## src/rtl/irq_lvl_pkg.sv

```systemverilog
package irq_lvl_pkg;
  // source numbering; the order is also the tie-break order
  localparam int SRC_EXT_FIRST  = 0;
  localparam int SRC_TIMER0     = 6;
  localparam int SRC_USB_EP0    = 10;
  localparam int SRC_SERIAL0    = 18;
  localparam int SRC_LINE_PER   = 20;
  localparam int SRC_LINE_ASYNC = 21;
  localparam int SRC_DMA        = 22;
  localparam int SRC_ETH_TX     = 23;
  localparam int SRC_ETH_RX     = 24;
  localparam int SRC_ETH_MISC   = 25;
  localparam int SRC_QSPI       = 26;
  localparam int SRC_WDOG       = 27;

  typedef enum logic {ARB_IDLE = 1'b0, ARB_ARMED = 1'b1} arm_state_t;
endpackage

```

## src/rtl/irq_pend_capture.sv

```systemverilog
module irq_pend_capture #(
  parameter int NSRC = 28,
  parameter int NEXT = 6
) (
  input  logic            clk,
  input  logic            rst_n,
  input  logic [NSRC-1:0] req_i,
  input  logic [NSRC-1:0] clr_i,
  output logic [NSRC-1:0] pend_o
);
  logic [NEXT-1:0] prev_q, prev_d;
  logic [NEXT-1:0] epend_q, epend_d;
  logic [NEXT-1:0] rise;

  // external lines: rising edge sets, write-one clears, set wins
  always_comb begin
    rise    = req_i[NEXT-1:0] & ~prev_q;
    prev_d  = req_i[NEXT-1:0];
    epend_d = (epend_q & ~clr_i[NEXT-1:0]) | rise;
  end

  always_ff @(posedge clk or negedge rst_n) begin
    if (!rst_n) begin
      prev_q  <= '0;
      epend_q <= '0;
    end else begin
      prev_q  <= prev_d;
      epend_q <= epend_d;
    end
  end

  // internal sources are level sensitive; clr_i does not reach them
  for (genvar k = 0; k < NSRC; k++) begin : g_src
    if (k < NEXT) begin : g_edge
      assign pend_o[k] = epend_q[k];
    end else begin : g_level
      assign pend_o[k] = req_i[k];
    end
  end
endmodule

```

## src/rtl/irq_prio_bank.sv

```systemverilog
module irq_prio_bank #(
  parameter int NSRC = 28,
  parameter int LVLW = 3,
  parameter int IDXW = 5
) (
  input  logic                 clk,
  input  logic                 rst_n,
  input  logic                 we_i,
  input  logic [IDXW-1:0]      sel_i,
  input  logic [LVLW-1:0]      data_i,
  output logic [NSRC*LVLW-1:0] prio_flat_o
);
  for (genvar k = 0; k < NSRC; k++) begin : g_reg
    logic            en;
    logic [LVLW-1:0] lvl_q, lvl_d;

    always_comb begin
      en    = we_i && (sel_i == IDXW'(k));
      lvl_d = en ? data_i : lvl_q;
    end

    always_ff @(posedge clk or negedge rst_n) begin
      if (!rst_n) lvl_q <= '0;
      else        lvl_q <= lvl_d;
    end

    assign prio_flat_o[k*LVLW +: LVLW] = lvl_q;
  end
endmodule

```

## src/rtl/irq_arbiter.sv

```systemverilog
module irq_arbiter #(
  parameter int NSRC = 28,
  parameter int LVLW = 3,
  parameter int IDXW = 5
) (
  input  logic                 clk,
  input  logic                 rst_n,
  input  logic                 armed_i,
  input  logic [NSRC-1:0]      pend_i,
  input  logic [NSRC*LVLW-1:0] prio_flat_i,
  output logic [LVLW-1:0]      level_o,
  output logic [IDXW-1:0]      idx_o,
  output logic                 valid_o
);
  logic [LVLW-1:0] max_lvl, level_d, level_q;
  logic [IDXW-1:0] win_idx, idx_d, idx_q;
  logic            hit, valid_d, valid_q;

  always_comb begin
    max_lvl = '0;
    for (int k = 0; k < NSRC; k++) begin
      if (pend_i[k] && (prio_flat_i[k*LVLW +: LVLW] > max_lvl))
        max_lvl = prio_flat_i[k*LVLW +: LVLW];
    end
    // scan downward so the lowest matching index is taken last
    win_idx = '0;
    hit     = 1'b0;
    for (int k = NSRC - 1; k >= 0; k--) begin
      if (pend_i[k] && (max_lvl != '0) && (prio_flat_i[k*LVLW +: LVLW] == max_lvl)) begin
        win_idx = IDXW'(k);
        hit     = 1'b1;
      end
    end
    valid_d = armed_i && hit;
    level_d = valid_d ? max_lvl : '0;
    idx_d   = valid_d ? win_idx : '0;
  end

  always_ff @(posedge clk or negedge rst_n) begin
    if (!rst_n) begin
      level_q <= '0;
      idx_q   <= '0;
      valid_q <= 1'b0;
    end else begin
      level_q <= level_d;
      idx_q   <= idx_d;
      valid_q <= valid_d;
    end
  end

  assign level_o = level_q;
  assign idx_o   = idx_q;
  assign valid_o = valid_q;
endmodule

```

## src/rtl/irq_level_arbiter.sv

```systemverilog
module irq_level_arbiter #(
  parameter int NSRC = 28,
  parameter int NEXT = 6,
  parameter int LVLW = 3,
  parameter int VECW = 8,
  localparam int IDXW = $clog2(NSRC)
) (
  input  logic            clk,
  input  logic            rst_n,
  input  logic [NSRC-1:0] req_i,
  input  logic [NSRC-1:0] clr_i,
  input  logic            prio_we_i,
  input  logic [IDXW-1:0] prio_sel_i,
  input  logic [LVLW-1:0] prio_data_i,
  input  logic            vector_base_we_i,
  input  logic [VECW-1:0] vector_base_i,
  input  logic            wake_we_i,
  input  logic [NSRC-1:0] wake_data_i,
  output logic [LVLW-1:0] level_o,
  output logic [IDXW-1:0] src_o,
  output logic [VECW-1:0] vector_o,
  output logic            irq_valid_o,
  output logic [NSRC-1:0] pend_o,
  output logic            wake_o
);
  import irq_lvl_pkg::*;

  arm_state_t             arm_q, arm_d;
  logic [VECW-1:0]        vbase_q, vbase_d;
  logic [NSRC-1:0]        wake_en_q, wake_en_d;
  logic [NSRC-1:0]        pend;
  logic [NSRC*LVLW-1:0]   prio_flat;
  logic [IDXW-1:0]        win_idx;

  // next state for the control registers
  always_comb begin
    arm_d     = vector_base_we_i ? ARB_ARMED : arm_q;
    vbase_d   = vector_base_we_i ? vector_base_i : vbase_q;
    wake_en_d = wake_we_i ? wake_data_i : wake_en_q;
  end

  always_ff @(posedge clk or negedge rst_n) begin
    if (!rst_n) begin
      arm_q     <= ARB_IDLE;
      vbase_q   <= '0;
      wake_en_q <= '0;
    end else begin
      arm_q     <= arm_d;
      vbase_q   <= vbase_d;
      wake_en_q <= wake_en_d;
    end
  end

  irq_pend_capture #(.NSRC(NSRC), .NEXT(NEXT)) u_pend (
    .clk    (clk),
    .rst_n  (rst_n),
    .req_i  (req_i),
    .clr_i  (clr_i),
    .pend_o (pend)
  );

  irq_prio_bank #(.NSRC(NSRC), .LVLW(LVLW), .IDXW(IDXW)) u_prio (
    .clk         (clk),
    .rst_n       (rst_n),
    .we_i        (prio_we_i),
    .sel_i       (prio_sel_i),
    .data_i      (prio_data_i),
    .prio_flat_o (prio_flat)
  );

  irq_arbiter #(.NSRC(NSRC), .LVLW(LVLW), .IDXW(IDXW)) u_arb (
    .clk         (clk),
    .rst_n       (rst_n),
    .armed_i     (arm_q == ARB_ARMED),
    .pend_i      (pend),
    .prio_flat_i (prio_flat),
    .level_o     (level_o),
    .idx_o       (win_idx),
    .valid_o     (irq_valid_o)
  );

  assign src_o    = win_idx;
  assign vector_o = {vbase_q[VECW-1:IDXW], win_idx};
  assign pend_o   = pend;
  assign wake_o   = |(pend & wake_en_q);
endmodule

```

## config.mk

```make
export PLATFORM = sky130hd
export DESIGN_NAME = irq_level_arbiter
export DESIGN_NICKNAME = d
export VERILOG_FILES = /design/src/rtl/irq_lvl_pkg.sv /design/src/rtl/irq_pend_capture.sv /design/src/rtl/irq_prio_bank.sv /design/src/rtl/irq_arbiter.sv /design/src/rtl/irq_level_arbiter.sv
export SDC_FILE = /design/constraint.sdc
export NUM_CORES = 1
export LEC_CHECK = 0
export BUFFER_PORTS_ARGS = -buffer_cell sky130_fd_sc_hd__clkbuf_2
export CAP_MARGIN = 20
export CORE_ASPECT_RATIO = 1.25
export CORE_MARGIN = 2
export CORE_UTILIZATION = 64
export DETAILED_ROUTE_END_ITERATION = 8
export GPL_TIMING_DRIVEN = 1
export PLACE_DENSITY_LB_ADDON = 0.12
export SETUP_SLACK_MARGIN = 0.15
export SYNTH_ARGS = -nofsm -noshare
export SYNTH_HDL_FRONTEND = slang
export SYNTH_SLANG_ARGS = --single-unit
```

## constraint.sdc

```tcl
create_clock -name clk -period 104 [get_ports clk]
set_clock_uncertainty 0.2 [all_clocks]
set_input_delay 0 -clock clk [delete_from_list [all_inputs] [get_ports clk]]
set_output_delay 0 -clock clk [all_outputs]
set_load 0.05 [all_outputs]
```

==> summary.md <==
| Metric | Value |
|---|---|
| Area of the core | `around 0.018 sq mm` |
| Largest net degree at the start of global routing | `83` |
| HP Class | `in2async` |
| Detailed-route DRC error count | `0` |
| Sequential share of the synthesized area | `between 20% and 30%` |
| Die Area | `between 0.015 and 0.02 sq mm` |
| Die W | `124.8 um` |
| Final setup viols | `0` |
| Worst R2R Path Depth | `slightly below 200` |
| Drt via density | `between 6 and 7` |
| Clock root buffer master | `clkbuf_16` |
| CP bufs+invs | `11` |
| Ys async rst share | `100.0%` |
| Slew Viols, Final | `0` |
| Post-synth net total | `around 1500` |
| Layout cell share with drive strength beyond 1 | `between 20% and 30%` |
| Fmax | `between 20 and 30 MHz` |
| RR Endpoint | `u_arb.idx_o[1]$_DFF_PN0_` |
| EDFF count, synth | `0` |
| Final #Nets | `between 1500 and 2000` |
| Critical path arrival | `a little under 40 ns` |
| Starting Density | `64.95%` |
| Gr usage total | `36.86%` |
| DP HPWL | `25310 um` |
| CTS clk-pin slew, worst paths | `roughly 0.060 ns` |
| Required @ worst endpoint | `approximately 100 ns` |
| Status | `completed` |
| Routed vias | `around 12000` |
| Leak Pwr | `slightly below 6 nW` |
| #FFs+latches synth | `137` |
| Antenna Nets Post-Route | `0` |
| Fin Hold WS | `0.01279 ns` |
| Critical path launch point type | `flop` |
| Synth Warn # | `0` |
| Filler-free cell count of the finished design | `between 1500 and 2000` |
| Critical path's slowest cell | `o31a_1` |
| Most frequent cells in the layout | `nand2_1, dfrtp_1, clkbuf_2` |
| Gr ovfl total | `0` |
| Biggest area consumer among synthesized cells | `dfrtp_1` |
| Boundary Pins | `151` |
| Cell count after synthesis | `between 1000 and 1500` |
| Headroom to the max-slew limit | `27.70%` |
| P&R area growth vs syn | `14.03%` |
| Skew-Pair Late Insertion Delay | `around 0.43 ns` |
| Cell family with most CP delay | `compound AO/OA/AOI/OAI gates` |
| Port Buffers | `123` |
| Dpl cell area | `roughly 0.012 sq mm` |
| Crit end category | `flop` |
| Core Rows | `55` |
| Leading post-synthesis cells by cell area | `dfrtp_1, mux2_2, nand2_1` |
| Power Density | `around 33 mW/mm^2` |
| Drt initial violations | `slightly below 1000` |
| Drt pass-1 iters | `7` |
| Pre-CTS setup slack | `66.24 ns` |
| Max Cap Viol | `0` |
| Final hold vios | `0` |
| Cell area after layout | `approximately 0.013 sq mm` |
| Mean Syn Cell Area | `8.484 sq um` |
| R2R Path Start | `u_pend.epend_q[0]$_DFF_PN0_` |
| Critical Path Max Stage Delay | `~0.70 ns` |
| Main synth FF type | `dfrtp_1` |
| Antenna violations before repair | `1` |
| Setup WS post-layout | `roughly 65 ns` |
| Per-cell routed wire length | `around 21 um` |
| Fill cells | `~1400` |
| Synthesized area | `roughly 0.012 sq mm` |
| Final setup TNS | `0 ns` |
| Maximum vdd drop | `approximately 0.027 mV` |
| CTS sink cnt | `137` |
| Final worst path period need | `38.86 ns` |
| Dpl cells | `between 1500 and 2000` |
| Most common cell after layout, fill and taps aside | `nand2_1` |
| RSZ-0062 raised after global routing | `no` |
| First-pass GRT wire length | `between 50000 and 60000 um` |
| Routed wire length | `approximately 36000 um` |
| Final GP Congestion | `~0.9` |
| CP dominant cell by count | `nor2_1` |
| Slew @ Worst Pin | `between 1 and 1.5 ns` |
| Worst Path Max Fanout | `12` |
| Htree depth | `4` |
| Final period util | `between 30% and 40%` |
| R2R setup slack | `approximately 65 ns` |
| TritonCTS Buffers | `17` |
| Synth top area share | `between 20% and 30%` |
| Cts repair resizes | `0` |
| Yosys cell types | `90` |
| Die H | `~150 um` |
| Max clock buf depth | `2` |
| Vias in the first global route | `11033` |
| Critical path class | `reg2reg` |
| CTS tree | `yes` |
[cells in the mapped netlist (12+ instances only)]
cell type and n:
a22oi_1 15, o311ai_0 15, o31ai_1 12, nor3_1 26, nand2_1 144, a31oi_1 17, inv_1 79, a21oi_1 47
nand3_1 52, nor4_1 16, mux2_2 106, dfrtp_1 137, a211oi_1 23, ha_1 31, o211ai_1 17, o22ai_1 17
clkbuf_1 49, a21o_1 16, nand4_1 23, and3_1 22, nor2_1 95, o21ai_0 59, and2_1 28, mux2i_1 22
buf_4 31, xnor2_1 42
[how the worst max path moves through the flow]
stage                                    end  cells past startpoint  slack (ns)                        start
floorplan           u_arb.idx_o[1]$_DFF_PN0_                    193       70.33  u_pend.epend_q[0]$_DFF_PN0_
global placement    u_arb.idx_o[1]$_DFF_PN0_                    193       66.98  u_pend.epend_q[0]$_DFF_PN0_
detailed placement  u_arb.idx_o[1]$_DFF_PN0_                    194       66.24  u_pend.epend_q[0]$_DFF_PN0_
finish              u_arb.idx_o[1]$_DFF_PN0_                    193       65.14  u_pend.epend_q[0]$_DFF_PN0_
CTS                 u_arb.idx_o[1]$_DFF_PN0_                    194       65.67  u_pend.epend_q[0]$_DFF_PN0_
global route        u_arb.idx_o[1]$_DFF_PN0_                    195       62.07  u_pend.epend_q[0]$_DFF_PN0_
[cells by family after synthesis]
logic type | synth area share [%]
buffers and inverters | 7.004
AO/OA/AOI/OAI | 23.73
flip-flops | 29.39
multiplexers | 12.24
adder cells (fa/ha/maj) | 3.947
XOR/XNOR | 3.229
AND/OR/NAND/NOR | 20.47
[report_power, final]
part / internal, mW / total (mW) / switching (mW) / leakage (nW)
clock network: 0.0367 / 0.0617 / 0.0249 / 0.282
logic: 0.114 / 0.295 / 0.181 / 3.86
registers: 0.0638 / 0.0777 / 0.0139 / 1.66
[area by class of cell]
type | count | area [sq um] | area share [%]
Multi-Input combinational cell | 1063 | 7438 | 55.92
Sequential cell | 137 | 3428 | 25.77
Timing Repair Buffer | 188 | 1250 | 9.397
Clock buffer | 19 | 452.9 | 3.405
Inverter | 80 | 300.3 | 2.258
Tap cell | 228 | 285.3 | 2.145
Clock inverter | 12 | 143.9 | 1.082
Antenna cell | 1 | 2.502 | 0.01881
[metrics by stage]
step | power, mW | util [%]
2_1_floorplan | 0.3077 | -
3_3_place_gp | 0.3547 | 67.52
3_5_place_dp | 0.3627 | 67.52
4_1_cts | 0.4290 | 74.02
5_1_grt | 0.4636 | 74.06
6_report | 0.4340 | 74.06
[state kept, by name, indices dropped and copies added (netlist names)]
| signal | count |
|---|---|
| arm_q | 1 |
| u_arb.idx_o | 5 |
| u_arb.level_o | 3 |
| u_arb.valid_o | 1 |
| u_pend.epend_q | 6 |
| u_pend.prev_q | 6 |
| u_prio.g.lvl_q | 84 |
| vbase_q | 3 |
| wake_en_q | 28 |
[metal layers]
layer / vias to the layer above / part of all wire [%] / track usage, %
li1: 5318 / - / -
met1: 5557 / 38 / 42.54
met2: 508 / 49 / 64.56
met3: 123 / 6.3 / 6.087
met4: 0 / 6.1 / 21.83
met5: - / 0 / 0
[worst reg2reg max path: cells and delay by family (launching register included)]
| family | cells | cell delay [ns] |
|---|---|---|
| buf+inv | 11 | 0.77 |
| fa+ha+maj | 34 | 9.35 |
| compound gates | 84 | 17.54 |
| simple gates | 58 | 8.50 |
| flops | 1 | 0.44 |
| mux | 6 | 1.91 |
[repair_timing]
item,in CTS,in global routing
endpoints found under the setup margin,0,0
hold endpoints to repair,154,0
hold buffers,57,0
setup buffers,0,0
No activity file was read; power rests on OpenSTA's default activity.
